**src/rtl/fcb_pkg.sv**
```systemverilog
package fcb_pkg;

  typedef enum logic [1:0] {
    FILL_NONE = 2'b00,
    FILL_PART = 2'b10,
    FILL_FULL = 2'b11
  } fill_code_e;

  // Three-state fill code derived from the word count.
  function automatic fill_code_e fill_code(input int unsigned cnt, input int unsigned depth);
    if (cnt == 0)          return FILL_NONE;
    else if (cnt >= depth) return FILL_FULL;
    else                   return FILL_PART;
  endfunction

  // Net fill change for one cycle: one word in, one word out, or both.
  function automatic int unsigned net_count(input int unsigned cnt, input logic inc, input logic dec);
    return cnt + (inc ? 1 : 0) - (dec ? 1 : 0);
  endfunction

endpackage

```
**src/rtl/fcb_store.sv**
```systemverilog
module fcb_store #(
  parameter int W     = 16,
  parameter int DEPTH = 2,
  localparam int PTR_W = (DEPTH > 1) ? $clog2(DEPTH) : 1
) (
  input  logic         clk,
  input  logic         rst_n,
  input  logic         flush,
  input  logic         push,
  input  logic         pop,
  input  logic         ovwr,
  input  logic [W-1:0] wdata,
  output logic [W-1:0] head
);

  logic [PTR_W-1:0] wr_ptr, rd_ptr, last_ptr;
  logic [W-1:0]     slot [DEPTH];

  function automatic logic [PTR_W-1:0] ptr_inc(input logic [PTR_W-1:0] p);
    return (p == PTR_W'(DEPTH - 1)) ? '0 : p + 1'b1;
  endfunction

  function automatic logic [PTR_W-1:0] ptr_dec(input logic [PTR_W-1:0] p);
    return (p == '0) ? PTR_W'(DEPTH - 1) : p - 1'b1;
  endfunction

  assign last_ptr = ptr_dec(wr_ptr);

  generate
    for (genvar i = 0; i < DEPTH; i++) begin : g_slot
      logic hit;
      assign hit = (push && wr_ptr == PTR_W'(i)) || (ovwr && last_ptr == PTR_W'(i));
      always_ff @(posedge clk or negedge rst_n) begin
        if (!rst_n)   slot[i] <= '0;
        else if (hit) slot[i] <= wdata;
      end
    end
  endgenerate

  always_ff @(posedge clk or negedge rst_n) begin
    if (!rst_n) begin
      wr_ptr <= '0;
      rd_ptr <= '0;
    end else if (flush) begin
      wr_ptr <= '0;
      rd_ptr <= '0;
    end else begin
      if (push) wr_ptr <= ptr_inc(wr_ptr);
      if (pop)  rd_ptr <= ptr_inc(rd_ptr);
    end
  end

  assign head = slot[rd_ptr];

endmodule

```
**src/rtl/fcb_ctrl.sv**
```systemverilog
module fcb_ctrl
  import fcb_pkg::*;
#(
  parameter int DEPTH = 2,
  localparam int CNT_W = $clog2(DEPTH + 1)
) (
  input  logic             clk,
  input  logic             rst_n,
  input  logic             enable,
  input  logic             is_rx,
  input  logic             err_clr,
  input  logic             cpu_wr,
  input  logic             cpu_rd,
  input  logic             fs_evt,
  output logic             push,
  output logic             pop,
  output logic             ovwr,
  output logic             tx_pop,
  output logic             unf_evt,
  output logic             ovf_evt,
  output logic [CNT_W-1:0] count,
  output logic             err_flag
);

  logic empty, full, tx_mode, rx_mode;
  logic tx_push, rx_push, rx_pop;

  assign empty   = (count == '0);
  assign full    = (count == CNT_W'(DEPTH));
  assign tx_mode = enable && !is_rx;
  assign rx_mode = enable &&  is_rx;

  // Transmit side: processor fills, frame sync drains.
  assign tx_push = tx_mode && cpu_wr && !full;
  assign tx_pop  = tx_mode && fs_evt && !empty;
  assign unf_evt = tx_mode && fs_evt &&  empty;

  // Receive side: frame sync fills, processor drains.
  assign rx_pop  = rx_mode && cpu_rd && !empty;
  assign rx_push = rx_mode && fs_evt && (!full || rx_pop);
  assign ovf_evt = rx_mode && fs_evt && full && !rx_pop;

  assign push = tx_push || rx_push;
  assign pop  = tx_pop  || rx_pop;
  assign ovwr = ovf_evt;

  always_ff @(posedge clk or negedge rst_n) begin
    if (!rst_n)       count <= '0;
    else if (!enable) count <= '0;
    else              count <= CNT_W'(net_count(int'(count), push, pop));
  end

  always_ff @(posedge clk or negedge rst_n) begin
    if (!rst_n)                   err_flag <= 1'b0;
    else if (!enable)             err_flag <= 1'b0;
    else if (unf_evt || ovf_evt)  err_flag <= 1'b1;
    else if (err_clr)             err_flag <= 1'b0;
  end

endmodule

```
**src/rtl/fsync_chan_buf.sv**
```systemverilog
module fsync_chan_buf
  import fcb_pkg::*;
#(
  parameter int W     = 16,
  parameter int DEPTH = 2,
  localparam int CNT_W = $clog2(DEPTH + 1)
) (
  input  logic         clk,
  input  logic         rst_n,
  input  logic         enable,
  input  logic         is_rx,
  input  logic         err_clr,
  input  logic         cpu_wr,
  input  logic [W-1:0] cpu_wdata,
  input  logic         cpu_rd,
  output logic [W-1:0] cpu_rdata,
  input  logic         fs_evt,
  input  logic [W-1:0] ser_rx_word,
  output logic [W-1:0] ser_tx_word,
  output logic [1:0]   buf_stat,
  output logic         err_flag
);

  logic             push, pop, ovwr, tx_pop, unf_evt, ovf_evt;
  logic [CNT_W-1:0] count;
  logic [W-1:0]     head, wdata;

  fcb_ctrl #(.DEPTH(DEPTH)) i_ctrl (
    .clk(clk), .rst_n(rst_n), .enable(enable), .is_rx(is_rx), .err_clr(err_clr),
    .cpu_wr(cpu_wr), .cpu_rd(cpu_rd), .fs_evt(fs_evt),
    .push(push), .pop(pop), .ovwr(ovwr), .tx_pop(tx_pop),
    .unf_evt(unf_evt), .ovf_evt(ovf_evt), .count(count), .err_flag(err_flag)
  );

  assign wdata = is_rx ? ser_rx_word : cpu_wdata;

  fcb_store #(.W(W), .DEPTH(DEPTH)) i_store (
    .clk(clk), .rst_n(rst_n), .flush(!enable),
    .push(push), .pop(pop), .ovwr(ovwr), .wdata(wdata), .head(head)
  );

  always_ff @(posedge clk or negedge rst_n) begin
    if (!rst_n)       ser_tx_word <= '0;
    else if (!enable) ser_tx_word <= '0;
    else if (tx_pop)  ser_tx_word <= head;
  end

  assign cpu_rdata = head;
  assign buf_stat  = fill_code(int'(count), DEPTH);

endmodule

```
**config.mk**
```make
export PLATFORM = sky130hd
export DESIGN_NAME = fsync_chan_buf
export DESIGN_NICKNAME = d
export VERILOG_FILES = /design/src/rtl/fcb_pkg.sv /design/src/rtl/fcb_store.sv /design/src/rtl/fcb_ctrl.sv /design/src/rtl/fsync_chan_buf.sv
export SDC_FILE = /design/constraint.sdc
export NUM_CORES = 1
export LEC_CHECK = 0
export ABC_CLOCK_PERIOD_IN_PS = 2350
export CORE_MARGIN = 5
export CORE_UTILIZATION = 48
export CTS_CLUSTER_DIAMETER = 100
export DETAILED_ROUTE_END_ITERATION = 16
export HOLD_SLACK_MARGIN = 0.1
export PLACE_DENSITY = 0.77
export SETUP_SLACK_MARGIN = 0.4
export SLEW_MARGIN = 30
export SYNTH_ARGS = -nofsm -noshare
export SYNTH_HDL_FRONTEND = slang
export SYNTH_HIERARCHICAL = 1
export SYNTH_SLANG_ARGS = --single-unit
```
**constraint.sdc**
```tcl
create_clock -name clk -period 2.35 [get_ports clk]
set_input_delay 0.235 -clock clk [delete_from_list [all_inputs] [get_ports clk]]
set_output_delay 0.235 -clock clk [all_outputs]
set_load 0.1 [all_outputs]
```
; After elaboration in Yosys (flattened, before gate mapping)
; Index checks and enable logic that the tools add are counted.
[word_totals]
register_bits = 53
inputBits = 40
output_inout_bits = 35
elab_cells = 71
[op_classes]
n_mux = 21
n_eq_ne = 5
n_lt_le_gt_ge = 2
bitwise = 3
add_sub_neg = 5
n_reduce_logical = 28
[ops]
columns = operator, n
row1 = $mux W16, 6
row2 = $logic_and A1 B1 Y1, 17
row3 = $mux W1, 13
row4 = $logic_or A1 B1 Y1, 6
row5 = $ne A2 B1 Y1 const B, 3
row6 = $ge A2 B2 Y1 const B, 2
row7 = $logic_not A1 Y1, 4
row8 = $mux W2, 2
row9 = $ne A3 B1 Y1 const B, 1
row10 = $add A1 B1 Y1 const B, 2
row11 = $add A2 B2 Y2, 1
row12 = $eq A2 B2 Y1 const B, 1
row13 = $logic_not A2 Y1, 1
row14 = $not A1 Y1, 2
row15 = $not A1 Y2, 1
row16 = $sub A2 B2 Y2, 1
row17 = $sub A1 B1 Y1 const B, 1

; Logic depth before layout (Yosys ltp)
[logic_depth]
word_depth = 10
depth_mapped = 7
depth_no_buf = 7

; Cells and area by module
; The synthesis kept the hierarchy.
[modules_own_cells]
columns = module, seq_area_each_um2, instances, cells_each, area_per_inst_um2
row1 = fcb_store, 850.8, 1, 92, 1559.0
row2 = fsync_chan_buf, 400.4, 1, 72, 914.6
row3 = fcb_ctrl, 75.1, 1, 27, 254.0

; Least setup slack after synthesis
; No wires, ideal clock.
[synth_path]
path_type = flip-flop to flip-flop
startpoint = reg i_ctrl.count[1]
endpoint = reg i_store/slot[10] in the netlist's numbering
arrival_ps = 1872
synth_period_minus_slack_ps = 1997
setup_slack_ps = 353
path_buffers = 1
setup_time_ps = 125
required_time_ps = 2225
stages_incl_launch_ff = 7
path_cell_list = dfrtp_1 > inv_2 > o311ai_0 > a21boi_1 > mux2i_2 > buf_8 > mux2_4
[synth_between]
elab_chain_len = 8
elab_cells_between_ends = 15
cone_classes = 1 x eq/ne / 14 x reduce/logical
[synth_rtl]
columns = item, line_no
row1 = from (decl), fcb_ctrl.sv:21  ; output logic [CNT_W-1:0] count,
row2 = from (signal assigned), fcb_ctrl.sv:50  ; else count <= CNT_W'(net_count(int'(count), push, pop));
row3 = $logic_not A2 Y1, fcb_ctrl.sv:28  ; assign empty = (count == '0);
row4 = $logic_not A1 Y1, fcb_ctrl.sv:39  ; assign rx_pop = rx_mode && cpu_rd && !empty;
row5 = $logic_and A1 B1 Y1, fcb_ctrl.sv:39
row6 = $logic_or A1 B1 Y1, fcb_ctrl.sv:40  ; assign rx_push = rx_mode && fs_evt && (!full || rx_pop);
row7 = $logic_and A1 B1 Y1, fcb_ctrl.sv:40
row8 = $logic_or A1 B1 Y1 *, fcb_ctrl.sv:43  ; assign push = tx_push || rx_push;
row9 = named net push, fsync_chan_buf.sv:24  ; logic push, pop, ovwr, tx_pop, unf_evt, ovf_evt;
row10 = $logic_and A1 B1 Y1 *, fcb_store.sv:32  ; assign hit = (push && wr_ptr == PTR_W'(i)) || (ovwr && last_ptr == PTR_W'(i));
row11 = $logic_or A1 B1 Y1 *, fcb_store.sv:32
row12 = "to (signal, indexed assignment)", fcb_store.sv:35  ; else if (hit) slot[i] <= wdata;
row13 = to (decl), fcb_store.sv:17  ; logic [W-1:0] slot [DEPTH];
; The timed path passes the listed nets; every way through them passes the cells marked *.
; A chain may end at the register's enable or synchronous reset.

; Worst setup path after layout
[layout_path]
startpoint = reg i_store.rd_ptr
endpoint = out cpu_rdata[9]
[layout_between]
elab_chain_len = 4
[layout_rtl]
columns = item, line_no
row1 = from (decl), fcb_store.sv:16  ; logic [PTR_W-1:0] wr_ptr, rd_ptr, last_ptr;
row2 = from (signal assigned), fcb_store.sv:49  ; if (pop) rd_ptr <= ptr_inc(rd_ptr);
row3 = $not A1 Y2 (not written as such), fcb_store.sv:53  ; assign head = slot[rd_ptr];
row4 = $mux W16 (not written as such) (3 in a row), fcb_store.sv:53
row5 = to (decl), fsync_chan_buf.sv:16  ; output logic [W-1:0] cpu_rdata,
; Every way passes these cells. The select of a mux whose other input is x is not followed.

==> implementation parameters <==
Parameter                              Value

Global route
  Final global-route overflow total ... 0
  Total Routing Usage GR ... 16.2%
  Via count of the first global-routing pass ... approximately 1800
  Antenna violations before repair ... 0
  Largest net degree at the start of global routing ... 22
  First-pass GRT wire length ... a little over 9 mm

Finish
  Final net count ... between 300 and 400
  Share of cells above drive strength 1 ... 47.1%
  Post-synthesis to final-layout area growth ... 40.8%
  Diode insertion count for antenna repair ... 0
  Layout Cell Area excl Fill ... just under 4000 um2

Detailed routing
  DR WL/cell ... between 15 and 20 um
  Remaining DRCs ... 0
  1st-iter DRT viols ... slightly above 90
  Remaining antenna violation count ... 0
  Detailed Route WL ... about 5.8 mm
  Via Count ... 1750
  Average via count per standard cell ... just over 5
  DRT Pass-1 Iters ... 4

Synth
  Cell variety after synth ... 28
  Mux cell area share after synthesis ... 37.8%
  Commonest cells in the synthesized netlist ... dfrtp_1 (53), mux2_2 (34), mux2_4 (30), nor2_1 (20), mux2i_1 (17)
  Number of synthesized register bits ... 53
  Xor/xnor cell area share of the yosys netlist ... 1.28%
  Cell with the most instances after synthesis ... dfrtp_1
  Async S/R FF share, synth ... between 90% and 100%
  Yosys top cell area share ... 48.6%
  Count of warnings emitted by yosys ... 6
  Simple-Gate Fraction of Synth Area ... about 5%
  Count of flip-flops with a built-in enable after synthesis ... 0
  Number of cells produced by synthesis ... approximately 190
  Dominant combinational cell family by area after synthesis ... multiplexers
  Adder-Cell Fraction of Synth Area ... 0.917%
  Synth Net Count ... about 230
  Sequential share of the synthesized area ... between 40% and 50%
  Post-Synthesis Cell Area ... roughly 2700 um2
  Leading post-synthesis cells by cell area ... dfrtp_1 (49%), mux2_4 (17%), mux2_2 (14%), mux2i_1 (6.2%), nor2_1 (2.8%)
  Top_reg_cell synth ... dfrtp_1
  Cell taking the most area after synthesis ... dfrtp_1
  Avg Cell Area, Syn ... between 10 and 15 um2
  Complex-gate fraction of the synthesized area ... 1.24%

Timing
  Worst-Margin Slew ... approximately 0.60 ns
  Sum of negative setup slack ... 0 ns
  Shortest period the worst path allows ... 1.86 ns
  Setup repair after global routing missed its margin ... false
  Maximum achievable frequency ... ~540 MHz
  Pins over their slew limit ... 0
  Final period utilization ... a little under 80%
  Setup slack of the critical path after layout ... roughly 0.49 ns
  Worst-case headroom to the max-slew limit ... about three fifths
  Max Clock Skew ... around 0.01 ns
  Count of endpoints failing hold in the final timing report ... 0
  Number of endpoints failing setup at the final stage ... 0

Clock tree
  Clock tree from TritonCTS ... done
  H-tree depth ... 2
  Setup Fix Bufs, Post-CTS ... 0
  Number of buffers on the longest clock path ... 2
  Number of buffers created by CTS ... 5
  Number of sinks driven by the clock tree ... 53
  CTS Root Cell ... clkbuf_8
  Clock latency on the worst-skew pair ... 0.30 ns
  Clock edge transition at the registers on the reported setup and hold paths ... about 0.10 ns

Floorplanning
  # IOs ... 75
  Die Outline Area ... roughly 7300 um2
  Starting utilization of the core area ... 49.5%
  Row count ... 27
  Core Region ... between 5000 and 6000 um2
  Vertical die dimension ... 85.4 um
  Floorplan die width ... 85.4 um

Place
  Number of I/O port buffers ... 74
  Post-placement setup slack ... ~0.030 ns
  Total placed instance area ... approximately 3700 um2
  Final Wtd Congestion ... 0.751
  HPWL after detailed placement ... ~4.3 mm

Flow run
  Reported max-cap violation count ... 0

Critical path
  Maximum fanout encountered on the critical timing path ... 11
  Cell breakdown of the critical path ... buf_4 -> mux2_2 -> buf_12
  Delay of the slowest critical-path stage ... between 0.5 and 0.6 ns
  Nature of the critical path startpoint ... register
  Critical-path cell with the highest stage delay ... dfrtp_2
  Worst Setup Path Type ... register to output pin
  Count of cells along the worst register-to-register path ... 6
  Data required time of the critical path ... 2.12 ns
  Crit path DAT ... around 1.6 ns
  Reg2Reg Setup Slack ... approximately 0.5 ns
  Type of element capturing the critical path ... output pin

Power
  Worst-case vdd ir drop ... about 0.00075 V
  P_leak ... about 1.8 nW
  Power Density ... approximately 1100 nW/um2

Hold path
  Hold Crit Class ... primary input to asynchronous set/reset pin

Outcome
  Result of the run ... finished, final reports clean
==> cell families after synthesis <==
| group | after synthesis |
|---|---|
| multiplexers | 83 |
| adder cells (fa/ha/maj) | 2 |
| AND/OR/NAND/NOR | 28 |
| buffers and inverters | 17 |
| XOR/XNOR | 4 |
| flip-flops | 53 |
| AO/OA/AOI/OAI | 4 |
==> metal layers <==
| layer | track usage (%) | routed length (um) | vias up |
|---|---|---|---|
| li1 | - | - | 826 |
| met1 | 20.7 | 2460 | 871 |
| met2 | 26.9 | 2910 | 51 |
| met3 | 4.47 | 384 | 2 |
| met4 | 4.75 | 27 | 0 |
| met5 | 0 | 0 | - |
==> cell usage in the layout (no fill, tap or decap), types with 2 or more instances in the layout <==
cell             instances
and2_1                   2
buf_12                  18
buf_4                   28
clkbuf_8                 6
clkdlybuf4s50_1         38
dfrtp_1                 51
dfrtp_2                  2
ha_1                     2
inv_1                    4
mux2_2                  34
mux2_4                  30
mux2i_1                 17
mux2i_4                  2
nor2_1                  19
xnor2_1                  4
==> power by group <==
part	switching (W)	internal [W]	leakage [nW]
clock	0.000289	0.000346	0.0574
sequential	0.000161	0.00117	0.669
combinational	0.00134	0.000952	1.03
==> what timing repair did <==
action | in CTS | in global routing
pin swaps | 0 | 1
endpoints found under the hold margin | 16 | 0
resized for setup | 4 | 3
hold buffers | 1 | 0
endpoints found under the setup margin | 39 | 25
==> worst paths after layout <==
path,from,end
hold / removal,rst_n,ser_tx_word[9]$_DFFE_PN0P_
setup reg to reg,i_ctrl/count[1]$_DFF_PN0_,i_store/slot[24]$_DFFE_PN0P_
setup / recovery,i_store/rd_ptr$_DFFE_PN0P_,cpu_rdata[9]
max in group asynchronous,rst_n,i_store/slot[23]$_DFFE_PN0P_
hold reg to reg,i_store/slot[3]$_DFFE_PN0P_,i_store/slot[3]$_DFFE_PN0P_
min in group clk,i_store/slot[3]$_DFFE_PN0P_,i_store/slot[3]$_DFFE_PN0P_
==> flip-flops by register name, summed over array words and instances (netlist names) <==
name             count
i_store/slot        32
ser_tx_word         16
i_ctrl/err_flag      1
i_ctrl/count         2
i_store/wr_ptr       1
i_store/rd_ptr       1
==> metrics by stage <==
| step | total power (W) | instances | utilization (%) | hold WS [ns] |
|---|---|---|---|---|
| 2_1_floorplan | 0.00289 | 191 | - | -0.0606 |
| 3_3_place_gp | 0.00359 | 337 | 66.8 | 0.188 |
| 3_5_place_dp | 0.00363 | 337 | 66.8 | 0.188 |
| 4_1_cts | 0.00428 | 346 | 69.3 | 0.376 |
| 5_1_grt | 0.00443 | 346 | 69.8 | 0.413 |
| 6_report | 0.00425 | 346 | 69.8 | 0.374 |
==> final cells by class <==
class | instances | area (um2)
flip-flops and latches | 53 | 1330
multi-input cells | 121 | 1310
fillers | 377 | 1670
well taps | 72 | 90.1
clock buffers | 6 | 82.6
repair buffers | 86 | 966
clock inverters | 2 | 37.5
inverters | 6 | 22.5
==> worst max-delay path, delay by kind of cell, from the launching register on <==
kind     cells  cell delay [ns]
mux          1             0.38
flops        1             0.53
buf+inv      2             0.41
Power figures use the tool's default switching activity.
